File: config.mk
export PLATFORM = sky130hd
export DESIGN_NAME = rtc_alarm_match
export DESIGN_NICKNAME = d
export VERILOG_FILES = /design/src/rtl/rtc_alarm_pkg.sv /design/src/rtl/rtc_alarm_regs.sv /design/src/rtl/rtc_alarm_cmp.sv /design/src/rtl/rtc_alarm_irq_fsm.sv /design/src/rtl/rtc_alarm_match.sv
export SDC_FILE = /design/constraint.sdc
export NUM_CORES = 1
export LEC_CHECK = 0
export ABC_AREA = 1
export BUFFER_PORTS_ARGS = -buffer_cell sky130_fd_sc_hd__buf_4
export CORE_MARGIN = 1.5
export CORE_UTILIZATION = 35
export CTS_CLUSTER_DIAMETER = 30
export DETAILED_ROUTE_END_ITERATION = 8
export PLACE_DENSITY = 0.62
export SLEW_MARGIN = 20
export SYNTH_ARGS = -nofsm -noshare
export SYNTH_HDL_FRONTEND = slang
export SYNTH_SLANG_ARGS = --single-unit
File: constraint.sdc
create_clock -name clk -period 2 [get_ports clk]
set_input_delay 0.4 -clock clk [delete_from_list [all_inputs] [get_ports clk]]
set_output_delay 0.4 -clock clk [all_outputs]
set_load 0.05 [all_outputs]
File: src/rtl/rtc_alarm_pkg.sv
package rtc_alarm_pkg;
    localparam int NFIELD    = 6;
    localparam int ADDR_W    = 3;
    localparam int ADDR_CTRL = 6;
    localparam int ADDR_STAT = 7;
    localparam int CTRL_ARM  = 5;
    localparam int CTRL_MODE = 7;

    typedef enum logic [1:0] {
        S_IDLE  = 2'd0,
        S_HELD  = 2'd1,
        S_PULSE = 2'd2
    } irq_state_t;
endpackage

File: src/rtl/rtc_alarm_regs.sv
module rtc_alarm_regs
    import rtc_alarm_pkg::*;
(
    input  logic              clk,
    input  logic              rst_n,
    input  logic              wr_en,
    input  logic [ADDR_W-1:0] addr,
    input  logic [7:0]        wdata,
    input  logic              hit,
    output logic [7:0]        rdata,
    output logic [7:0]        alm [NFIELD],
    output logic [7:0]        ctrl,
    output logic              flag,
    output logic              stat_clr
);
    assign stat_clr = wr_en && (addr == ADDR_W'(ADDR_STAT)) && !wdata[0];

    for (genvar i = 0; i < NFIELD; i++) begin : g_alm
        always_ff @(posedge clk or negedge rst_n) begin
            if (!rst_n)
                alm[i] <= '0;
            else if (wr_en && addr == ADDR_W'(i))
                alm[i] <= wdata;
        end
    end

    always_ff @(posedge clk or negedge rst_n) begin
        if (!rst_n)
            ctrl <= '0;
        else if (wr_en && addr == ADDR_W'(ADDR_CTRL))
            ctrl <= wdata;
    end

    always_ff @(posedge clk or negedge rst_n) begin
        if (!rst_n)
            flag <= 1'b0;
        else if (hit)
            flag <= 1'b1;
        else if (stat_clr)
            flag <= 1'b0;
    end

    always_comb begin
        rdata = '0;
        if (addr == ADDR_W'(ADDR_STAT))
            rdata = {7'b0, flag};
        else if (addr == ADDR_W'(ADDR_CTRL))
            rdata = ctrl;
        else if (int'(addr) < NFIELD)
            rdata = alm[int'(addr)];
    end
endmodule

File: src/rtl/rtc_alarm_cmp.sv
module rtc_alarm_cmp
    import rtc_alarm_pkg::*;
(
    input  logic [7:0] alm [NFIELD],
    input  logic [6:0] cal [NFIELD],
    output logic       match
);
    logic [NFIELD-1:0] field_ok;

    for (genvar i = 0; i < NFIELD; i++) begin : g_field
        assign field_ok[i] = !alm[i][7] || (alm[i][6:0] == cal[i]);
    end

    assign match = &field_ok;
endmodule

File: src/rtl/rtc_alarm_irq_fsm.sv
module rtc_alarm_irq_fsm
    import rtc_alarm_pkg::*;
#(
    parameter int PULSE_CYC = 4
) (
    input  logic       clk,
    input  logic       rst_n,
    input  logic       hit,
    input  logic       pulsed,
    input  logic       stat_clr,
    output irq_state_t st,
    output logic       irq_n
);
    localparam int CNT_W = $clog2(PULSE_CYC + 1);

    irq_state_t        st_nx;
    logic [CNT_W-1:0]  cnt, cnt_nx;

    always_comb begin
        st_nx  = st;
        cnt_nx = cnt;
        if (hit) begin
            st_nx  = pulsed ? S_PULSE : S_HELD;
            cnt_nx = CNT_W'(PULSE_CYC - 1);
        end else begin
            unique case (st)
                S_IDLE:  ;
                S_HELD:  if (stat_clr) st_nx = S_IDLE;
                S_PULSE: begin
                    if (cnt == '0) st_nx = S_IDLE;
                    else           cnt_nx = cnt - 1'b1;
                end
                default: st_nx = S_IDLE;
            endcase
        end
    end

    always_ff @(posedge clk or negedge rst_n) begin
        if (!rst_n) begin
            st  <= S_IDLE;
            cnt <= '0;
        end else begin
            st  <= st_nx;
            cnt <= cnt_nx;
        end
    end

    always_comb begin
        irq_n = (st == S_IDLE);
    end
endmodule

File: src/rtl/rtc_alarm_match.sv
module rtc_alarm_match
    import rtc_alarm_pkg::*;
#(
    parameter int PULSE_CYC = 4
) (
    input  logic              clk,
    input  logic              rst_n,
    input  logic              wr_en,
    input  logic [ADDR_W-1:0] addr,
    input  logic [7:0]        wdata,
    output logic [7:0]        rdata,
    input  logic              tick,
    input  logic [6:0]        cal_sec,
    input  logic [6:0]        cal_min,
    input  logic [6:0]        cal_hour,
    input  logic [6:0]        cal_date,
    input  logic [6:0]        cal_month,
    input  logic [6:0]        cal_dow,
    output logic              irq_n,
    output logic              alarm_flag
);
    logic [7:0] alm [NFIELD];
    logic [6:0] cal [NFIELD];
    logic [7:0] ctrl_q;
    logic       match, hit, stat_clr;
    irq_state_t st;

    assign cal[0] = cal_sec;
    assign cal[1] = cal_min;
    assign cal[2] = cal_hour;
    assign cal[3] = cal_date;
    assign cal[4] = cal_month;
    assign cal[5] = cal_dow;

    assign hit = tick && ctrl_q[CTRL_ARM] && match;

    rtc_alarm_regs u_regs (
        .clk(clk), .rst_n(rst_n), .wr_en(wr_en), .addr(addr), .wdata(wdata),
        .hit(hit), .rdata(rdata), .alm(alm), .ctrl(ctrl_q),
        .flag(alarm_flag), .stat_clr(stat_clr)
    );

    rtc_alarm_cmp u_cmp (.alm(alm), .cal(cal), .match(match));

    rtc_alarm_irq_fsm #(.PULSE_CYC(PULSE_CYC)) u_fsm (
        .clk(clk), .rst_n(rst_n), .hit(hit), .pulsed(ctrl_q[CTRL_MODE]),
        .stat_clr(stat_clr), .st(st), .irq_n(irq_n)
    );
endmodule

==> results_dict.tcl, run 1 <==
set metrics [dict create \
    outcome "finished, violations left" \
    violations "negative setup slack" \
    power_frac_seq 0.426 \
    cp.required_ps 1600 \
    vias 3279 \
    yosysUniqueCellTypes 29 \
    via_per_inst 4.69 \
    seqCellArea_mm2 0.00155 \
    vdd_drop_max_uv 382 \
    worstSkewPairLatency_ps 340 \
    power.net_switching_mw 1.45 \
    multiInputGateArea_mm2 0.00173 \
    synth-seq-cells 62 \
    synth_nets 541 \
    max_slew_margin 0.468 \
    syn2layout_area_growth_pct 27.1 \
    dp_hpwl_um 7690 \
    rows 36 \
    crit_type "in2out" \
    cts.sinks 62 \
    grt_use_total 0.200 \
    antenna_found_initial 1 \
    tritoncts "done" \
    gr-total-overflow 0 \
    finalClockSkew_ps 8.39 \
    drv_slew 0 \
    final_cell_area_mm2 0.00453 \
    synth_ff_type "dfrtp_1" \
    grtUsageMet3 0.0426 \
    cp_max_fo 9 \
    start_kind "primary input" \
    gp_congestion 0.906 \
    fp.dieH_um 104 \
    die-area_mm2 0.0108 \
    totalWireLength_um 10300 \
    fin_nets 620 \
    crit_path_end_kind "primary output" \
    wire_per_inst_um 14.7 \
    grt_util_met1 0.282 \
    async_flop_share 1.00 \
    syn_area_per_cell_um2 7.40 \
    tightest_slew_ps 798 \
    h-tree-depth 3 \
    fin_crit_ps 2010 \
    fmax_mhz 498 \
    leakage_nw 2.36 \
    synthesis.area_mm2 0.00357 \
    die_width_um 104 \
    grt_pass1_wl_um 16500 \
    hold_violations 0 \
    crit_arrival_ps 1610 \
    io_buffers 66 \
    core_area_mm2 0.00982 \
    drive_above_1_share 0.223 \
    finalCritPeriodShare 1.00 \
    synth.top_cell.area_share 0.435 \
    p_sw_frac 0.354 \
    power.total_mw 4.11 \
    grt_use_met2 0.307 \
    fillers 1046 \
    synth_area_leaders "dfrtp_1 44%, nand2_1 20%, o21ai_0 8.1%, inv_1 6.6%, xnor2_1 3.7%" \
    placed_area_mm2 0.00422 \
    synth_cells 482 \
    drcViolationCount 0 \
    setup_viol 1 \
    yosys_warnings 0 \
    finalWorstSetupSlack_ps -6.34 \
    num_io_pins 67 \
    clk_pin_slew_ps 70 \
    hold_path_class "in2async" \
    top_usage_layer "met2" \
    ys_seq_area_frac 0.435 \
    r2r_slack_ps 350 \
    clockRootBuffer "clkbuf_8" \
    holdBufCountCts 0 \
    ant_nets 0 \
    synthTopCellsByCount "188 x nand2_1, 63 x inv_1, 62 x dfrtp_1" \
    synth_edf_count 0 \
    grt_max_degree 63 \
    pwr-share-clk 0.277 \
    initialDrtViolationCount 158 \
    diodes 0 \
    numCtsBuffers 9 \
    clk_path_buf_depth 2 \
    p_int_mw 2.65 \
    synth_area_leader_cell "dfrtp_1" \
    rsz0062_at_grt "yes" \
    first_global_vias 3054 \
    first_pass_iters 4 \
    drv_cap 0 \
    comb_power_share 0.297 \
    pwr_density_cell_mw_per_mm2 906 \
    initial_core_util 0.363 \
    yosysMostFrequentCell "nand2_1" \
]
[path summary, 6_finish.rpt]
path,from,end,cells after the start
setup / recovery,addr[0],rdata[2],7
hold / removal,rst_n,u_fsm.cnt[0]$_DFFE_PN0P_,1
setup reg to reg,u_fsm.cnt[0]$_DFFE_PN0P_,u_fsm.cnt[2]$_DFFE_PN0P_,7
hold reg to reg,u_regs.ctrl[6]$_DFFE_PN0P_,u_regs.ctrl[6]$_DFFE_PN0P_,2
max in group asynchronous,rst_n,u_regs.alm[20]$_DFFE_PN0P_,1
min in group clk,wdata[0],u_regs.flag$_DFFE_PN0P_,3
[placed cells by master (no fill, tap or decap), types with 3 or more instances in the layout]
cell,synthesis,layout
xnor2_1,15,15
clkbuf_8,0,11
nor2_1,14,14
dfrtp_1,62,62
o21ai_2,9,11
inv_2,5,3
buf_4,1,75
xor2_1,5,5
a22oi_2,0,4
a21oi_1,6,6
a22oi_1,11,7
inv_4,0,3
nor2_4,3,4
nand3_1,7,7
inv_1,63,62
nand2_1,188,188
o21ai_0,58,56
buf_6,4,3
o22ai_1,5,4
[power groups by stage]
stage	clock, mW	combinational [mW]	sequential (mW)
floorplan	0	0.784	1.73
global placement	0	1.15	1.77
detailed placement	0	1.18	1.77
CTS	1.16	1.19	1.75
global route	1.22	1.38	1.79
finish	1.14	1.22	1.75
[critical path, stage by stage]
cell and delay [ps]:
buf_4 150, nand2_1 140, inv_4 90, a22oi_2 260
a21oi_1 100, a211o_1 260, buf_4 200
[per-layer routing]
metal  up-vias  share of wire
li1       1672              -
met1      1519           0.48
met2        78           0.46
met3         8          0.051
met4         2         0.0091
met5         -         0.0013
[logic make-up after synthesis]
kind of cell	Yosys count	share of synthesized area
and+or+nand+nor	222	0.253
AOI/OAI and AO/OA	97	0.161
buffers and inverters	79	0.0944
DFF	62	0.435
xor gates and xnor gates	20	0.0491
adders and majority gates	2	0.00702
[registers in the layout, summed over array words and instances (netlist names)]
name         flops
u_regs.alm      48
u_regs.ctrl      8
u_fsm.cnt        3
u_fsm.st         2
u_regs.flag      1
[stage by stage]
step	utilization	setup WS, ps	TNS, ps	hold slack, ps	instances
global route	0.462	-37.2	-96.9	205	699
detailed placement	0.429	-3.25	-3.25	478	676
CTS	0.452	3.39	0	168	692
floorplan	-	3.47	0	104	482
finish	0.462	-6.34	-6.34	128	699
global placement	0.429	25.3	0	469	676
[area by class of cell]
| cell class | count | area share |
|---|---|---|
| Tap cell | 133 | 0.0367 |
| Clock buffer | 13 | 0.0351 |
| Clock inverter | 3 | 0.00939 |
| Multi-Input combinational cell | 341 | 0.382 |
| Sequential cell | 62 | 0.342 |
| Inverter | 68 | 0.0580 |
| Timing Repair Buffer | 79 | 0.136 |
[timing repair]
action / CTS / global route
setup endpoints to repair: 4 / 8
resized for setup: 4 / 13
buffers inserted: 0 / 7
pin swaps: 1 / 5
(Power assumes the default switching activity.)
==> run 2, diff against run 1 <==
--- a/config.mk
+++ b/config.mk
@@ -8,10 +8,11 @@
 export ABC_AREA = 1
 export BUFFER_PORTS_ARGS = -buffer_cell sky130_fd_sc_hd__buf_4
 export CORE_MARGIN = 1.5
-export CORE_UTILIZATION = 35
+export CORE_UTILIZATION = 56
 export CTS_CLUSTER_DIAMETER = 30
+export CTS_CLUSTER_SIZE = 30
 export DETAILED_ROUTE_END_ITERATION = 8
-export PLACE_DENSITY = 0.62
+export PLACE_DENSITY = 0.87
 export SLEW_MARGIN = 20
 export SYNTH_ARGS = -nofsm -noshare
 export SYNTH_HDL_FRONTEND = slang
==> run 2 against run 1 <==
  * The flow now finishes without violations
  * Highest routed layer is now met4
  * Power decreased by 3.3%
  * Register-to-register slack worse by 120 ps
  * Clock skew shrank 3.9 ps
  * Largest cell class unchanged
  * Cell count down 9.4%
==> results_dict.tcl, run 2 (synthesis results as in run 1) <==
set metrics [dict create \
    placed_cells 614 \
    drv_cap 0 \
    totalWireLength_um 9520 \
    max_slew_margin 0.492 \
    fin_nets 612 \
    worstSkewPairLatency_ps 350 \
    vias 3401 \
    largestRegisters "u_regs.alm (48), u_regs.ctrl (8), u_fsm.cnt (3)" \
    vdd_drop_max_uv 608 \
    numCtsBuffers 9 \
    cpPeakStageDelay_ps 430 \
    rsz0062_at_grt "no" \
    die-area_mm2 0.00686 \
    mostFrequentLayoutCells "188 x nand2_1, 69 x buf_4, 62 x inv_1, 62 x dfrtp_1, 58 x o21ai_0" \
    crit_arrival_ps 1540 \
    drcViolationCount 0 \
    clk_pin_slew_ps 60 \
    critPathSlowestCell "dfrtp_1" \
    stdcell_count 633 \
    fin_crit_ps 1940 \
    wire_per_inst_um 15.0 \
    grt_pass1_wl_um 14600 \
    largest_register_ffs 48 \
    clk_path_buf_depth 2 \
    drive_above_1_share 0.203 \
    crit_path_end_kind "primary output" \
    cp_max_fo 3 \
    ant_nets 0 \
    drv_slew 0 \
    syn2layout_area_growth_pct 21.9 \
    dp_slack_ps -70.9 \
    die_width_um 82.8 \
    h-tree-depth 3 \
    first_global_vias 3034 \
    io_buffers 66 \
    num_io_pins 67 \
    pwr_density_cell_mw_per_mm2 914 \
    fmax_mhz 515 \
    rr_startpoint "u_fsm.cnt[0]$_DFFE_PN0P_" \
    grt_max_degree 63 \
    setup_viol 0 \
    tritoncts "done" \
    finalWorstSetupSlack_ps 59.3 \
    tightest_slew_ps 761 \
    dp_hpwl_um 7080 \
    layout_commonest_cell "nand2_1" \
    path_cells "a22oi_2 > a21oi_1 > a211o_1 > buf_4" \
    core_area_mm2 0.00603 \
    final_core_util 0.722 \
    fp.dieH_um 82.8 \
    initialDrtViolationCount 253 \
    via_per_inst 5.37 \
    crit_type "reg2out" \
    leakage_nw 2.31 \
    hold_path_class "in2async" \
    finalClockSkew_ps 4.53 \
    power.total_mw 3.97 \
    fin_tns_setup_ps 0 \
    diodes 0 \
    hold_violations 0 \
    gp_congestion 0.951 \
    first_pass_iters 5 \
    antenna_found_initial 0 \
    top_register "u_regs.alm" \
    outcome "completed" \
    clockRootBuffer "clkbuf_8" \
    rows 28 \
    grt_use_total 0.298 \
    start_kind "flop" \
    reg2regPathDepth 7 \
    cp.required_ps 1600 \
    r2r_slack_ps 230 \
    initial_core_util 0.592 \
    cts.sinks 62 \
    gr-total-overflow 0 \
    finalCritPeriodShare 0.970 \
    timing.rr.end "u_fsm.cnt[2]$_DFFE_PN0P_" \
]
[run 2: cell count changes in the layout (fill, tap and decap cells not counted), sizes merged]
| cell | before | now |
|---|---|---|
| buf | 79 | 71 |
| bufinv | 1 | 0 |
| clkbuf | 13 | 16 |
| clkinv | 1 | 0 |
| clkinvlp | 1 | 0 |
[run 2: final cells by class]
cell class | instances | area [um2]
inverters | 68 | 258
well taps | 75 | 93.8
fillers | 496 | 1680
flip-flops and latches | 62 | 1550
multi-input cells | 341 | 1720
repair buffers | 71 | 549
clock buffers | 16 | 180
[run 2: report_power, final]
part,switching (mW),leakage (nW),internal (mW),total (mW)
clock,0.472,0.0910,0.554,1.03
sequential,0.240,0.778,1.51,1.75
combinational,0.722,1.44,0.474,1.20
[run 2: worst max-delay path by stage]
stage | from | endpoint | cells after the start
after global placement | addr[0] | rdata[0] | 7
final | u_regs.alm[42]$_DFFE_PN0P_ | rdata[2] | 4
after floorplan | addr[2] | rdata[0] | 4
after CTS | addr[1] | rdata[0] | 7
after global routing | addr[1] | rdata[3] | 8
after detailed placement | addr[0] | rdata[0] | 7
[run 2: per-layer routing]
layer  GRT usage  wire [um]  up-vias
li1            -          -     1660
met1       0.398       4000     1572
met2       0.488       4670      144
met3      0.0339        575       25
met4       0.135        275        0
met5           0          0        -
[run 2: worst max-delay path, delay by kind of cell, from the launching register on]
family / cells / cell delay, ps
AOI/OAI and AO/OA: 3 / 570
buffers and inverters: 1 / 190
DFF: 1 / 430
[run 2: what timing repair did]
item	in CTS	in global routing
resized for setup	1	8
pin swaps	1	3
hold buffers	0	0
buffers inserted	0	3
setup endpoints to repair	2	6
[run 2: metrics by stage]
stage	area, um2	hold slack (ps)
floorplan	3580	104
global placement	4100	468
detailed placement	4100	475
CTS	4290	152
global route	4350	202
finish	4350	110
==> run 3, diff against run 2 <==
--- a/config.mk
+++ b/config.mk
@@ -6,12 +6,13 @@
 export NUM_CORES = 1
 export LEC_CHECK = 0
 export ABC_AREA = 1
-export BUFFER_PORTS_ARGS = -buffer_cell sky130_fd_sc_hd__buf_4
 export CORE_MARGIN = 1.5
-export CORE_UTILIZATION = 56
+export CORE_UTILIZATION = 64
 export CTS_CLUSTER_DIAMETER = 30
 export CTS_CLUSTER_SIZE = 30
 export DETAILED_ROUTE_END_ITERATION = 8
+export DONT_BUFFER_PORTS = 1
+export MAX_ROUTING_LAYER = met4
 export PLACE_DENSITY = 0.87
 export SLEW_MARGIN = 20
 export SYNTH_ARGS = -nofsm -noshare
==> run 3 against run 2 <==
  * Maximum frequency decreased by 1.4%
  * Critical path depth is the same
  * Power down 0.57%
  * Sequential cell count did not move
  * Routed wire length down 2.4%
  * Register-to-register slack gained 70 ps
  * Sequential power barely moved
  * Global-route usage rose by 4.3 points
  * Worst setup slack worse by 28 ps
  * Cell count shrank 9.8%
  * Largest power group unchanged
==> results_dict.tcl, run 3 (synthesis results as in run 1) <==
set metrics [dict create \
    outcome "completed" \
    grt_max_degree 63 \
    first_pass_iters 5 \
    power.total_mw 3.95 \
    worstSkewPairLatency_ps 350 \
    setup_viol 0 \
    dp_slack_ps 100 \
    initialDrtViolationCount 363 \
    die_width_um 77.6 \
    rsz0062_at_grt "no" \
    antenna_found_initial 0 \
    ant_nets 0 \
    placed_area_mm2 0.00373 \
    tightest_slew_ps 453 \
    totalWireLength_um 9290 \
    initial_core_util 0.681 \
    h-tree-depth 3 \
    power.net_switching_mw 1.43 \
    drive_above_1_share 0.108 \
    tritoncts "done" \
    crit_type "reg2out" \
    dp_hpwl_um 6490 \
    layout_commonest_cell "nand2_1" \
    leakage_nw 2.06 \
    power_frac_seq 0.446 \
    vdd_drop_max_uv 720 \
    io_buffers 0 \
    diodes 0 \
    path_cells "a22oi_1 > a21oi_1 > a211o_1 > buf_12" \
    drv_slew 0 \
    r2r_slack_ps 300 \
    gp_congestion 0.980 \
    pwr_density_cell_mw_per_mm2 993 \
    num_io_pins 67 \
    final_core_util 0.760 \
    syn2layout_area_growth_pct 11.6 \
    cpPeakStageDelay_ps 420 \
    hold_path_class "in2reg" \
    rows 26 \
    p_int_mw 2.52 \
    top_layer "met4" \
    final_cell_area_mm2 0.00398 \
    fmax_mhz 508 \
    critPathSlowestCell "dfrtp_1" \
    wl_met2_um 4290 \
    core_area_mm2 0.00524 \
    cts.sinks 62 \
    wl_met1_um 3730 \
    drcViolationCount 0 \
    die-area_mm2 0.00603 \
    gr-total-overflow 0 \
    finalCritPeriodShare 0.984 \
    hold_violations 0 \
    top_register "u_regs.alm" \
    cp_max_fo 4 \
    fin_tns_setup_ps 0 \
    start_kind "flop" \
    grt_pass1_wl_um 14900 \
    fin_nets 555 \
    p_sw_frac 0.362 \
    vias 3237 \
    numCtsBuffers 9 \
    route.met3.wl_um 991 \
    fin_crit_ps 1970 \
    via_per_inst 5.67 \
    fp.dieH_um 77.6 \
    crit_path_end_kind "primary output" \
    drv_cap 0 \
    max_slew_margin 0.698 \
    grt_use_total 0.341 \
    first_global_vias 3062 \
    wire_per_inst_um 16.3 \
    clockRootBuffer "clkbuf_8" \
    cp.required_ps 1600 \
    clk_pin_slew_ps 60 \
    comb_power_share 0.295 \
    largest_register_ffs 48 \
    clk_path_buf_depth 2 \
    finalWorstSetupSlack_ps 31.4 \
    largestRegisters "u_regs.alm (48), u_regs.ctrl (8), u_fsm.cnt (3)" \
    pwr-share-clk 0.259 \
    crit_arrival_ps 1570 \
    finalClockSkew_ps 4.37 \
    mostFrequentLayoutCells "188 x nand2_1, 63 x inv_1, 62 x dfrtp_1, 56 x o21ai_0, 15 x xnor2_1" \
]
==> run 3: cell types whose count changed in the layout (fill, tap and decap cells not counted), sizes merged <==
cell / previous run / this run
dlygate4sd3: 0 / 1
buf: 71 / 13
==> run 3: through the flow <==
stage	hold WS, ps	cells
2_1_floorplan	104	482
3_3_place_gp	106	552
3_5_place_dp	105	552
4_1_cts	307	570
5_1_grt	380	571
6_report	308	571
==> run 3: final timing paths <==
| kind | start | end | cells after the start |
|---|---|---|---|
| worst max register to register | u_fsm.cnt[0]$_DFFE_PN0P_ | u_fsm.cnt[2]$_DFFE_PN0P_ | 7 |
| worst max-delay path | u_regs.alm[18]$_DFFE_PN0P_ | rdata[2] | 4 |
| max in group asynchronous | rst_n | u_regs.alm[25]$_DFFE_PN0P_ | 2 |
| worst min-delay path | wdata[0] | u_regs.flag$_DFFE_PN0P_ | 2 |
| min in group asynchronous | rst_n | u_regs.alm[6]$_DFFE_PN0P_ | 2 |
| worst min register to register | u_regs.ctrl[6]$_DFFE_PN0P_ | u_regs.ctrl[6]$_DFFE_PN0P_ | 2 |
==> run 3: critical path, delay by kind of cell (launching register included) <==
family	cells	cell delay, ps
AO/OA/AOI/OAI	3	650
flip-flops	1	420
buffers and inverters	1	160
==> run 3: what timing repair did <==
item | 4_1_cts | 5_1_grt
hold endpoints to repair | 62 | 0
endpoints found under the setup margin | 0 | 5
hold buffers | 2 | 0
gates resized for setup | 0 | 7
setup buffers | 0 | 1
==> run 3: metal layers <==
metal,GRT usage,vias up
met2,0.525,199
met4,0.144,0
li1,-,1543
met1,0.424,1465
met3,0.0941,30
met5,-,-
==> run 3: cell type report <==
| cell class | count | area, um2 |
|---|---|---|
| multi-input combinational | 341 | 1710 |
| sequential | 62 | 1550 |
| clock buffer | 16 | 180 |
| tap | 70 | 87.6 |
| fill | 391 | 1260 |
| inverter | 68 | 255 |
| timing repair buffer | 14 | 190 |
==> run 3: power groups by stage <==
stage                     Sequential [mW]  Combinational [mW]  Clock (mW)
after CTS                            1.75                1.14        1.02
after floorplan                      1.73               0.784           0
after global routing                 1.79                1.30        1.07
after global placement               1.76                1.05           0
after detailed placement             1.77                1.09           0
final                                1.76                1.17        1.02
